[src/rtl/dmab_pkg.sv]
package dmab_pkg;
  localparam int unsigned ATTR_PRIO = 0;
  localparam int unsigned ATTR_ALT  = 1;
  localparam int unsigned ATTR_UB   = 2;
  localparam int unsigned ATTR_MASK = 3;
  localparam int unsigned NATTR     = 4;

  typedef struct packed {
    logic [1:0] dinc;
    logic [1:0] dsize;
    logic [1:0] sinc;
    logic [1:0] ssize;
    logic [5:0] rsvd;
    logic [3:0] arb;
    logic [9:0] cnt;
    logic       nub;
    logic [2:0] mode;
  } ctl_t;

  typedef enum logic [2:0] {
    S_IDLE, S_FREQ, S_FWAIT, S_ARB, S_RREQ, S_RWAIT, S_WREQ, S_WB
  } st_e;

  localparam logic [2:0] MODE_BASIC = 3'd1;
endpackage

[src/rtl/dmab_attr_regs.sv]
module dmab_attr_regs #(
  parameter int unsigned N = 4
) (
  input  logic         clk,
  input  logic         rst_n,
  input  logic [N-1:0] set_i,
  input  logic [N-1:0] clr_i,
  output logic [N-1:0] q_o
);
  for (genvar i = 0; i < N; i++) begin : g_bit
    always_ff @(posedge clk or negedge rst_n) begin
      if (!rst_n)        q_o[i] <= 1'b0;
      else if (clr_i[i]) q_o[i] <= 1'b0;
      else if (set_i[i]) q_o[i] <= 1'b1;
    end
  end
endmodule

[src/rtl/dmab_addr_gen.sv]
module dmab_addr_gen #(
  parameter int unsigned AW = 32,
  parameter int unsigned CW = 10
) (
  input  logic [AW-1:0] end_i,
  input  logic [1:0]    inc_i,
  input  logic [CW-1:0] rem_i,
  output logic [AW-1:0] addr_o
);
  logic [AW-1:0] back;
  always_comb begin
    back   = {{(AW-CW){1'b0}}, rem_i} << inc_i;
    addr_o = (inc_i == 2'd3) ? end_i : end_i - back;
  end
endmodule

[src/rtl/dmab_chan_engine.sv]
module dmab_chan_engine
  import dmab_pkg::*;
#(
  parameter int unsigned AW      = 32,
  parameter int unsigned DW      = 32,
  parameter int unsigned CHAN    = 7,
  parameter int unsigned ALT_OFS = 32'h200,
  parameter int unsigned GW      = 16
) (
  input  logic          clk,
  input  logic          rst_n,
  input  logic [AW-1:0] tbl_base,
  input  logic          start,
  input  logic [3:0]    attr_set,
  input  logic [3:0]    attr_clr,
  output logic [3:0]    attr_q,
  input  logic          req_single,
  input  logic          req_burst,
  output logic          m_valid,
  input  logic          m_ready,
  output logic          m_write,
  output logic [AW-1:0] m_addr,
  output logic [1:0]    m_size,
  output logic [DW-1:0] m_wdata,
  input  logic          r_valid,
  input  logic [DW-1:0] r_data,
  output logic          bus_own,
  output logic          busy,
  output logic          done
);
  localparam int unsigned CW = 10;
  localparam logic [AW-1:0] CH_OFS  = AW'(CHAN * 16);
  localparam logic [AW-1:0] ALT_ADD = AW'(ALT_OFS);

  st_e           st;
  logic [1:0]    fidx;
  logic [AW-1:0] s_base, src_end, dst_end, src_addr, dst_addr;
  ctl_t          ctl, wb_word;
  logic [CW-1:0] rem;
  logic [GW-1:0] grp;
  logic [DW-1:0] dbuf;
  logic          hs, burst_ok, single_ok;

  dmab_attr_regs #(.N(NATTR)) u_attr (
    .clk(clk), .rst_n(rst_n), .set_i(attr_set), .clr_i(attr_clr), .q_o(attr_q)
  );

  dmab_addr_gen #(.AW(AW), .CW(CW)) u_src_ag (
    .end_i(src_end), .inc_i(ctl.sinc), .rem_i(rem), .addr_o(src_addr)
  );
  dmab_addr_gen #(.AW(AW), .CW(CW)) u_dst_ag (
    .end_i(dst_end), .inc_i(ctl.dinc), .rem_i(rem), .addr_o(dst_addr)
  );

  always_comb begin
    wb_word      = ctl;
    wb_word.cnt  = '0;
    wb_word.mode = '0;
  end

  assign burst_ok  = !attr_q[ATTR_MASK] && req_burst;
  assign single_ok = !attr_q[ATTR_MASK] && !attr_q[ATTR_UB] && req_single;

  always_comb begin
    m_valid = 1'b0;
    m_write = 1'b0;
    m_addr  = '0;
    m_size  = 2'd2;
    m_wdata = '0;
    unique case (st)
      S_FREQ: begin
        m_valid = 1'b1;
        m_addr  = s_base + AW'({fidx, 2'b00});
      end
      S_RREQ: begin
        m_valid = 1'b1;
        m_addr  = src_addr;
        m_size  = ctl.ssize;
      end
      S_WREQ: begin
        m_valid = 1'b1;
        m_write = 1'b1;
        m_addr  = dst_addr;
        m_size  = ctl.dsize;
        m_wdata = dbuf;
      end
      S_WB: begin
        m_valid = 1'b1;
        m_write = 1'b1;
        m_addr  = s_base + AW'(8);
        m_wdata = DW'(wb_word);
      end
      default: ;
    endcase
  end

  assign hs      = m_valid && m_ready;
  assign busy    = (st != S_IDLE);
  assign bus_own = busy && (st != S_ARB);

  always_ff @(posedge clk or negedge rst_n) begin
    if (!rst_n) begin
      st      <= S_IDLE;
      fidx    <= '0;
      s_base  <= '0;
      src_end <= '0;
      dst_end <= '0;
      ctl     <= '0;
      rem     <= '0;
      grp     <= '0;
      dbuf    <= '0;
      done    <= 1'b0;
    end else begin
      done <= 1'b0;
      unique case (st)
        S_IDLE: if (start) begin
          s_base <= tbl_base + (attr_q[ATTR_ALT] ? ALT_ADD : '0) + CH_OFS;
          fidx   <= '0;
          st     <= S_FREQ;
        end
        S_FREQ: if (hs) st <= S_FWAIT;
        S_FWAIT: if (r_valid) begin
          unique case (fidx)
            2'd0:    src_end <= r_data[AW-1:0];
            2'd1:    dst_end <= r_data[AW-1:0];
            default: begin
              ctl <= ctl_t'(r_data[31:0]);
              rem <= r_data[13:4];
            end
          endcase
          if (fidx == 2'd2)
            st <= (r_data[2:0] == MODE_BASIC) ? S_ARB : S_IDLE;
          else begin
            fidx <= fidx + 2'd1;
            st   <= S_FREQ;
          end
        end
        S_ARB: if (burst_ok || single_ok) begin
          grp <= burst_ok ? (GW'(1) << ctl.arb) - GW'(1) : '0;
          st  <= S_RREQ;
        end
        S_RREQ: if (hs) st <= S_RWAIT;
        S_RWAIT: if (r_valid) begin
          dbuf <= r_data;
          st   <= S_WREQ;
        end
        S_WREQ: if (hs) begin
          if (rem == '0) st <= S_WB;
          else begin
            rem <= rem - CW'(1);
            if (grp == '0) st <= S_ARB;
            else begin
              grp <= grp - GW'(1);
              st  <= S_RREQ;
            end
          end
        end
        S_WB: if (hs) begin
          done <= 1'b1;
          st   <= S_IDLE;
        end
        default: st <= S_IDLE;
      endcase
    end
  end
endmodule

[config.mk]
export PLATFORM = sky130hd
export DESIGN_NAME = dmab_chan_engine
export DESIGN_NICKNAME = d
export VERILOG_FILES = /design/src/rtl/dmab_pkg.sv /design/src/rtl/dmab_attr_regs.sv /design/src/rtl/dmab_addr_gen.sv /design/src/rtl/dmab_chan_engine.sv
export SDC_FILE = /design/constraint.sdc
export NUM_CORES = 1
export LEC_CHECK = 0
export CORE_MARGIN = 1
export CORE_UTILIZATION = 35
export DETAILED_ROUTE_END_ITERATION = 10
export PLACE_DENSITY = 0.55
export SETUP_SLACK_MARGIN = 0.1
export SLEW_MARGIN = 10
export SYNTH_ARGS = -nofsm -noshare
export SYNTH_HDL_FRONTEND = slang
export SYNTH_SLANG_ARGS = --single-unit
[constraint.sdc]
create_clock -name clk -period 4.2 [get_ports clk]
set_clock_uncertainty 0.1 [all_clocks]
set_input_delay 0.63 -clock clk [delete_from_list [all_inputs] [get_ports clk]]
set_output_delay 0.63 -clock clk [all_outputs]
set_load 0.05 [all_outputs]
## Word-level counts from Yosys, hierarchy flattened

Cells that the tools add are included.

| cells by class | value |
|---|---|
| multiplexer cells | 46 |
| shifts and indexed selects | 3 |
| equality and inequality tests | 25 |
| bitwise operators | 1 |
| add/subtract/negate cells | 10 |
| reduce and logical (&&, ||, !) cells | 32 |

Operators by type and width:

| cell | number |
|---|---|
| $pmux W32 S4 | 1 |
| $mux W16 | 5 |
| $mux W32 | 2 |
| $pmux W32 S2 | 1 |
| $shl A10 B2 Y32 | 2 |
| $sub A32 B32 Y32 | 2 |
| $mux W10 | 5 |
| $add A32 B10 Y32 | 1 |
| $add A32 B4 Y32 | 1 |
| $add A32 B4 Y32 const B | 1 |
| $add A32 B7 Y32 const B | 1 |
| $pmux W16 S2 | 1 |
| $sub A16 B1 Y16 const B | 2 |
| $mux W3 | 10 |
| $ne A2 B2 Y1 const B | 12 |
| $pmux W3 S8 | 1 |
| $pmux W10 S2 | 1 |
| $logic_not A16 Y1 | 1 |
| $shl A1 B4 Y16 const A | 1 |
| $reduce_bool A2 Y1 | 7 |
| $eq A3 B3 Y1 const B | 4 |
| $mux W1 | 12 |
| $logic_not A10 Y1 | 1 |
| $mux W2 | 5 |
| other kinds (22) | 37 |

| word-level totals | value |
|---|---|
| input port bits | 79 |
| register bits | 183 |

## Longest topological paths before layout

Gate-level depths: netlist (run 1).

| logic depth | value |
|---|---|
| depth in word-level cells | 6 |
| gate-level depth with buffers | 14 |
| depth with buffers taken out | 12 |

## Modules after synthesis

From an unflattened synthesis (run 1), not the netlist that was laid out.

| unflattened totals | value |
|---|---|
| cell total of the unflattened synthesis | 1494 |
| area total of the unflattened synthesis | 13376.6 µm² |

By module, submodules not included:

| module | area each (µm²) | cells an instance | instances |
|---|---|---|---|
| dmab_chan_engine | 10328.7 | 1047 | 1 |
| dmab_addr_gen at u_src_ag | 1458.9 | 224 | 1 |
| dmab_addr_gen at u_dst_ag | 1448.9 | 215 | 1 |
| dmab_attr_regs | 140.1 | 8 | 1 |

## Worst setup path before layout (run 1)

OpenSTA, ideal clock, no wires.

| path | value |
|---|---|
| path kind | flip-flop to output port |
| start point | reg ctl[27] (netlist name) |
| end point | out m_addr[22] |
| required time | 3470 ps |
| path slack | -602 ps |
| buffers on the path | 3 |
| cell stages (with the launch flop) | 13 |
| arrival | 4072 ps |
| cell sequence | dfrtp_1 -> buf_6 -> clkbuf_1 -> mux2i_1 -> mux2i_1 -> inv_1 -> ha_1 -> a21oi_1 -> nor2_1 -> a211oi_1 -> o211ai_1 -> clkbuf_1 -> o311ai_0 |

| between the ends | value |
|---|---|
| cells in the longest elaborated chain, start to end | 4 |
| elaborated cells between the ends (all ways) | 5 |
| those cells by class | add/sub (1); eq/ne (1); shift (1); mux (2) |

Ends and longest elaborated chain:

| item | line | source |
|---|---|---|
| start: declaration | dmab_chan_engine.sv:38 | `ctl_t ctl, wb_word;` |
| start signal: assignment | dmab_chan_engine.sv:127 | `ctl <= ctl_t'(r_data[31:0]);` |
| $shl A10 B2 Y32 | dmab_addr_gen.sv:12 | `back = {{(AW-CW){1'b0}}, rem_i} << inc_i;` |
| $sub A32 B32 Y32 | dmab_addr_gen.sv:13 | `addr_o = (inc_i == 2'd3) ? end_i : end_i - back;` |
| $mux W32 (*) | dmab_addr_gen.sv:13 |  |
| $pmux W32 S4 (*) | dmab_chan_engine.sv:70 | `unique case (st)` |
| end: declaration | dmab_chan_engine.sv:22 | `output logic [AW-1:0] m_addr,` |

Mark *: on every way between the ends. The rest lies on a longest branch, timed or not.

## Worst setup path in the final report (run 1)

| path | value |
|---|---|
| start point | reg ctl[31] (netlist name) |
| end point | out m_addr[18] |

The elaborated chain is that of the path after synthesis.

==> impl_metrics.py, run 1 <==
metrics = {
    "worst_setup_path": {
        "r2r-start": "st[0]",
        "crit_arrival_ps": 3590,
        "crit_family": "compound AO/OA/AOI/OAI gates",
        "worstSetupEndpoint": "m_addr[18]",
        "crit_path_max_fanout": 5,
        "cp.depth": 13,
        "cp_data_required_time_ps": 3470,
        "reg2reg_depth": 7,
        "worst-path-buf-inv": 3,
        "r2r-end": "grp[5]",
        "rrSetupSlack_ps": 1040,
        "worstSetupPathType": "flip-flop to output port",
        "slowest_delay_ps": 470,
        "slowest_stage": "dfrtp_2",
        "endpoint_kind": "output port",
        "start_kind": "flip-flop",
        "path_cells": "buf_6 > mux2_4 > a21oi_2 > ha_4 > nand2_1 > o21ai_2 > a211oi_2 > o211ai_1 > buf_4 > or4_4 > a21oi_2 > a211o_1 > buf_12",
        "cp-startpoint": "ctl[31]",
        "cpMostUsedCell": "a21oi_2",
    },
    "sta": {
        "hold_violations": 0,
        "slew_headroom_pct": 31.74,
        "fin_crit_sh_pct": 102.9,
        "setup-tns-final_ps": -574.2,
        "setup_ws_ps": -123.6,
        "finalCriticalPeriod_ps": 4324,
        "max_freq_mhz": 231.3,
        "tightestPinTransition_ps": 1024,
        "setup_viol": 10,
        "rsz0062_at_grt": "yes",
        "slew_viol_final": 0,
    },
    "clock_network": {
        "ctsLongestPathBuffers": 2,
        "cts_tree": "built",
        "clkTransAtPathRegs_ps": 80,
        "cts-root-buf": "clkbuf_16",
        "htree_levels": 4,
        "cts_made_buffers": 17,
        "holdBufCountCts": 0,
        "clkSinkCount": 183,
        "clock_latency_ps": 460,
    },
    "worst_hold_path": {
        "hold_path_class": "input pin to async pin",
    },
    "detailed_routing": {
        "via_count": 12320,
        "final_antenna_net_count": 0,
        "dr.pass1.iters": 5,
        "drc": 0,
        "drt_iter0_drc": 828,
        "wl_per_cell_um": 20.86,
        "via_per_inst": 5.722,
        "totalWireLength_mm": 44.91,
    },
    "die": {
        "rows": 70,
        "initial_core_util_pct": 35.52,
        "die_w_um": 194.8,
        "dieArea_mm2": 0.03793,
        "coreArea_mm2": 0.03661,
        "fp.dieH_um": 194.8,
        "io-pin-count": 154,
    },
    "grt": {
        "grt_usage_pct": 23.96,
        "grt_pass1_wl_mm": 70.03,
        "grt-ovfl-total": 0,
        "grt_max_degree": 108,
        "grt_pass1_vias": 12160,
        "antenna_found_initial": 1,
    },
    "synth": {
        "ys_ff_latch": 183,
        "synth_top_area_share_pct": 35.21,
        "synthCells": 1475,
        "synth_area_leaders": "dfrtp_1 (35%), mux2_2 (11%), o21ai_0 (4.7%)",
        "async_flop_share_pct": 100.0,
        "syn_avg_cell_area_um2": 8.817,
        "synth_largest_area_cell": "dfrtp_1",
        "syn_nets": 1602,
        "post_synth_num_cell_types": 77,
        "synth-warning-count": 0,
        "synth_edf_count": 0,
        "synth_area_mm2": 0.01300,
        "synth_seq_area_share_pct": 35.21,
        "synth_top_flop_cell": "dfrtp_1",
    },
    "finish": {
        "layout.area.seq_mm2": 0.004596,
        "nFillCells": 3531,
        "area_growth_pct": 33.76,
        "multiInputGateArea_mm2": 0.008718,
        "final_core_util_pct": 47.52,
        "layout.nets": 1799,
        "antenna_cells": 0,
        "drive_gt1_share_pct": 26.82,
    },
    "run_status": {
        "violations": "negative setup slack",
        "status": "complete, but fails checks",
    },
    "placement": {
        "gp_congestion": 0.9527,
        "port_buffers": 153,
        "dp_hpwl_mm": 32.24,
        "place_ws_ps": 94.46,
    },
    "flow_run": {
        "maxCapViolations": 0,
    },
}
==> metal layers <==
metal / vias to the layer above / GRT usage, % / part of all wire, %
met5: - / 0 / 0
met4: 0 / 7.874 / 2.7
met3: 60 / 3.852 / 5.3
met2: 390 / 38.59 / 46
met1: 6086 / 32.67 / 46
li1: 5784 / - / -
==> cell type report <==
cell class / count / share of cell area [%]
multi-input cells: 1168 / 50.12
clock inverters: 15 / 1.172
well taps: 468 / 3.366
clock buffers: 17 / 2.446
repair buffers: 263 / 15.63
flip-flops and latches: 183 / 26.42
inverters: 39 / 0.8487
==> cell families (layout without fill, tap and decap cells) <==
family | Yosys count | count (layout) | share of synthesized area (%)
muxes | 161 | 161 | 13.77
adders and majority gates | 48 | 48 | 4.791
DFF | 183 | 183 | 35.21
buffers and inverters | 125 | 334 | 3.685
xor gates and xnor gates | 79 | 79 | 5.320
AOI/OAI and AO/OA | 370 | 371 | 18.07
and+or+nand+nor | 509 | 509 | 19.16
==> sequential cells by signal, indices dropped and copies added (netlist names) <==
register,count
dbuf,32
fidx,2
dst_end,32
done,1
s_base,32
rem,10
grp,16
st,3
ctl,19
src_end,32
u_attr.q_o,4
==> placed cells by master, fill, tap and decap left out, drive strengths merged, types with 10 or more instances in the layout <==
cell / instances
buf: 150
o211ai: 15
nand3: 41
a21oi: 93
nand2b: 20
a221o: 13
nor2: 116
and2: 21
nor4: 22
a22o: 16
nand2: 157
clkbuf: 19
dfrtp: 183
mux2i: 36
ha: 45
nand4: 11
inv: 44
xnor2: 36
a211oi: 10
nor3: 50
clkdlybuf4s50: 108
and3: 17
o22ai: 11
a31oi: 12
a22oi: 10
o21ai: 124
xor2: 43
mux2: 123
==> Yosys cell counts (20+ instances only) <==
| master | n |
|---|---|
| a21oi_1 | 93 |
| and2_1 | 21 |
| clkbuf_1 | 68 |
| dfrtp_1 | 183 |
| ha_1 | 45 |
| inv_1 | 38 |
| mux2_2 | 123 |
| mux2i_1 | 36 |
| nand2_1 | 157 |
| nand2b_1 | 20 |
| nand3_1 | 41 |
| nor2_1 | 116 |
| nor3_1 | 49 |
| nor4_1 | 20 |
| o21ai_0 | 123 |
| xnor2_1 | 36 |
| xor2_1 | 43 |
==> metrics by stage <==
stage / area, um^2 / hold slack (ps) / std cells
final: 17400 / 102.3 / 2153
after global routing: 17400 / 215.9 / 2153
after CTS: 17140 / 224.5 / 2146
after detailed placement: 15540 / 385.3 / 2078
after global placement: 15540 / 379.0 / 2078
after floorplan: 13020 / 234.4 / 1475
==> how the worst min path moves through the flow <==
stage / startpoint / endpoint / depth (start not counted)
finish: rst_n / dbuf[2] / 1
CTS: rst_n / dbuf[4] / 1
global route: rst_n / dbuf[1] / 1
detailed placement: dbuf[13] / dbuf[13] / 1
global placement: dbuf[13] / dbuf[13] / 1
floorplan: rst_n / ctl[14] / 0
==> repair_timing <==
item / in CTS / in global routing
setup buffers: 32 / 7
pin swaps: 70 / 30
endpoints found under the setup margin: 27 / 28
endpoints found under the hold margin: 0 / 0
gates cloned: 4 / 0
resized for setup: 141 / 52
Power of run 1 is not shown: default switching activity piles up to over one toggle a cycle in this logic, so the estimate is an artifact.
==> run 2: changes to the inputs <==
CORE_MARGIN = 2   (was 1)
==> impl_metrics.py, run 2 (synthesized netlist as in run 1, its figures left out) <==
metrics = {
    "finish": {
        "final_cell_mix": "dfrtp_1 (172), nand2_1 (151), mux2_2 (123)",
        "stdcell_count": 2143,
        "layout.nets": 1789,
        "final_common_cell": "dfrtp_1",
        "drive_gt1_share_pct": 25.61,
        "final_core_util_pct": 46.75,
        "antenna_cells": 0,
        "area_growth_pct": 31.60,
    },
    "sta": {
        "tightestPinTransition_ps": 833.8,
        "rsz0062_at_grt": "yes",
        "fin_crit_sh_pct": 100.4,
        "setup_ws_ps": -18.61,
        "hold_violations": 0,
        "slew_headroom_pct": 44.28,
        "setup_viol": 2,
        "finalCriticalPeriod_ps": 4219,
        "slew_viol_final": 0,
        "max_freq_mhz": 237.0,
    },
    "clock_network": {
        "cts_made_buffers": 17,
        "ctsLongestPathBuffers": 2,
        "clkTransAtPathRegs_ps": 70,
        "cts-root-buf": "clkbuf_16",
        "clock_latency_ps": 450,
        "htree_levels": 4,
        "clkSinkCount": 183,
        "cts_tree": "built",
    },
    "grt": {
        "grt_usage_pct": 22.73,
        "grt_max_degree": 80,
        "grt-ovfl-total": 0,
        "grt_pass1_vias": 11930,
        "grt_pass1_wl_mm": 68.05,
        "antenna_found_initial": 0,
    },
    "detailed_routing": {
        "via_count": 12000,
        "final_antenna_net_count": 0,
        "totalWireLength_mm": 43.55,
        "via_per_inst": 5.601,
        "wl_per_cell_um": 20.32,
        "drc": 0,
        "dr.pass1.iters": 5,
        "drt_iter0_drc": 747,
    },
    "worst_setup_path": {
        "crit_family": "compound AO/OA/AOI/OAI gates",
        "path_cells": "buf_6 > mux2i_2 > a21oi_1 > inv_2 > ha_4 > a21oi_2 > o21ai_2 > a211oi_2 > o211ai_1 > buf_4 > or4_4 > a21oi_2 > a211o_1 > buf_12",
        "cp_data_required_time_ps": 3470,
        "slowest_stage": "dfrtp_2",
        "start_kind": "flip-flop",
        "crit_path_max_fanout": 6,
        "worst-path-buf-inv": 4,
        "worstSetupPathType": "flip-flop to output port",
        "endpoint_kind": "output port",
        "slowest_delay_ps": 470,
        "cpMostUsedCell": "a21oi_2",
        "crit_arrival_ps": 3490,
    },
    "placement": {
        "port_buffers": 153,
        "dp_hpwl_mm": 32.00,
        "gp_congestion": 0.8951,
        "dp_cells": 2078,
    },
    "run_status": {
        "violations": "negative setup slack",
        "status": "complete, but fails checks",
    },
    "die": {
        "dieArea_mm2": 0.03871,
        "die_w_um": 196.8,
        "initial_core_util_pct": 35.52,
        "fp.dieH_um": 196.8,
        "io-pin-count": 154,
        "coreArea_mm2": 0.03661,
        "rows": 70,
    },
    "flow_run": {
        "maxCapViolations": 0,
    },
    "worst_hold_path": {
        "hold_path_class": "input pin to async pin",
    },
}
==> run 2: cell types whose count changed in the layout (fill, tap and decap cells not counted), moves of 4 or more <==
cell      before  now
buf_4        107   98
clkinv_8       6    0
o21ai_0       96  100
o21ai_1       13    9
==> run 2: cell type report <==
cell class              instances  area, um^2
clock buffers                  20       436.7
clock inverters                12       132.6
fillers                      3554       19500
inverters                      39       150.1
multi-input cells            1167        8632
flip-flops and latches        183        4593
well taps                     468       585.6
repair buffers                254        2584
==> run 2: final timing paths <==
path	end	start	slack, ps	cells after the start
max	m_addr[18]	ctl[31]	-20	14
min	dbuf[1]	rst_n	100	1
max reg2reg	grp[8]	st[0]	1070	7
min reg2reg	dbuf[2]	dbuf[2]	400	1
max in group asynchronous	dst_end[31]	rst_n	2940	2
min in group clk	dbuf[2]	dbuf[2]	400	1
==> run 2: metal layers <==
metal,vias to the layer above,part of all wire (%),global-route usage [%]
met5,-,0,0
met4,0,3.2,8.299
met3,53,5.6,4.415
met2,315,46,36.83
met1,5883,45,30.17
li1,5753,-,-
==> run 2: through the flow <==
stage                     hold WS, ps  worst slack (ps)  setup TNS (ps)  instance area, um^2
after detailed placement        385.0             121.7               0                15540
after CTS                       133.3            -9.140          -17.46                16750
final                           101.9            -18.61          -26.06                17110
after global placement          379.2             148.7               0                15540
after floorplan                 234.4             77.19               0                13020
after global routing            142.8            -142.1           -1301                17110
==> run 2: repair_timing <==
action | 4_1_cts | 5_1_grt
setup buffers | 25 | 5
resized for setup | 101 | 76
pin swaps | 47 | 48
endpoints found under the setup margin | 27 | 26
cloned | 3 | 0
hold buffers | 0 | 0
==> run 2: worst reg2reg max path: stages, from the launching register on <==
cell	delay (ps)
dfrtp_2	540
buf_4	410
or3b_2	610
o21ai_0	250
and3_1	620
buf_4	250
nand2_1	50
a22o_1	170
Power of run 2 is left out for the same reason.
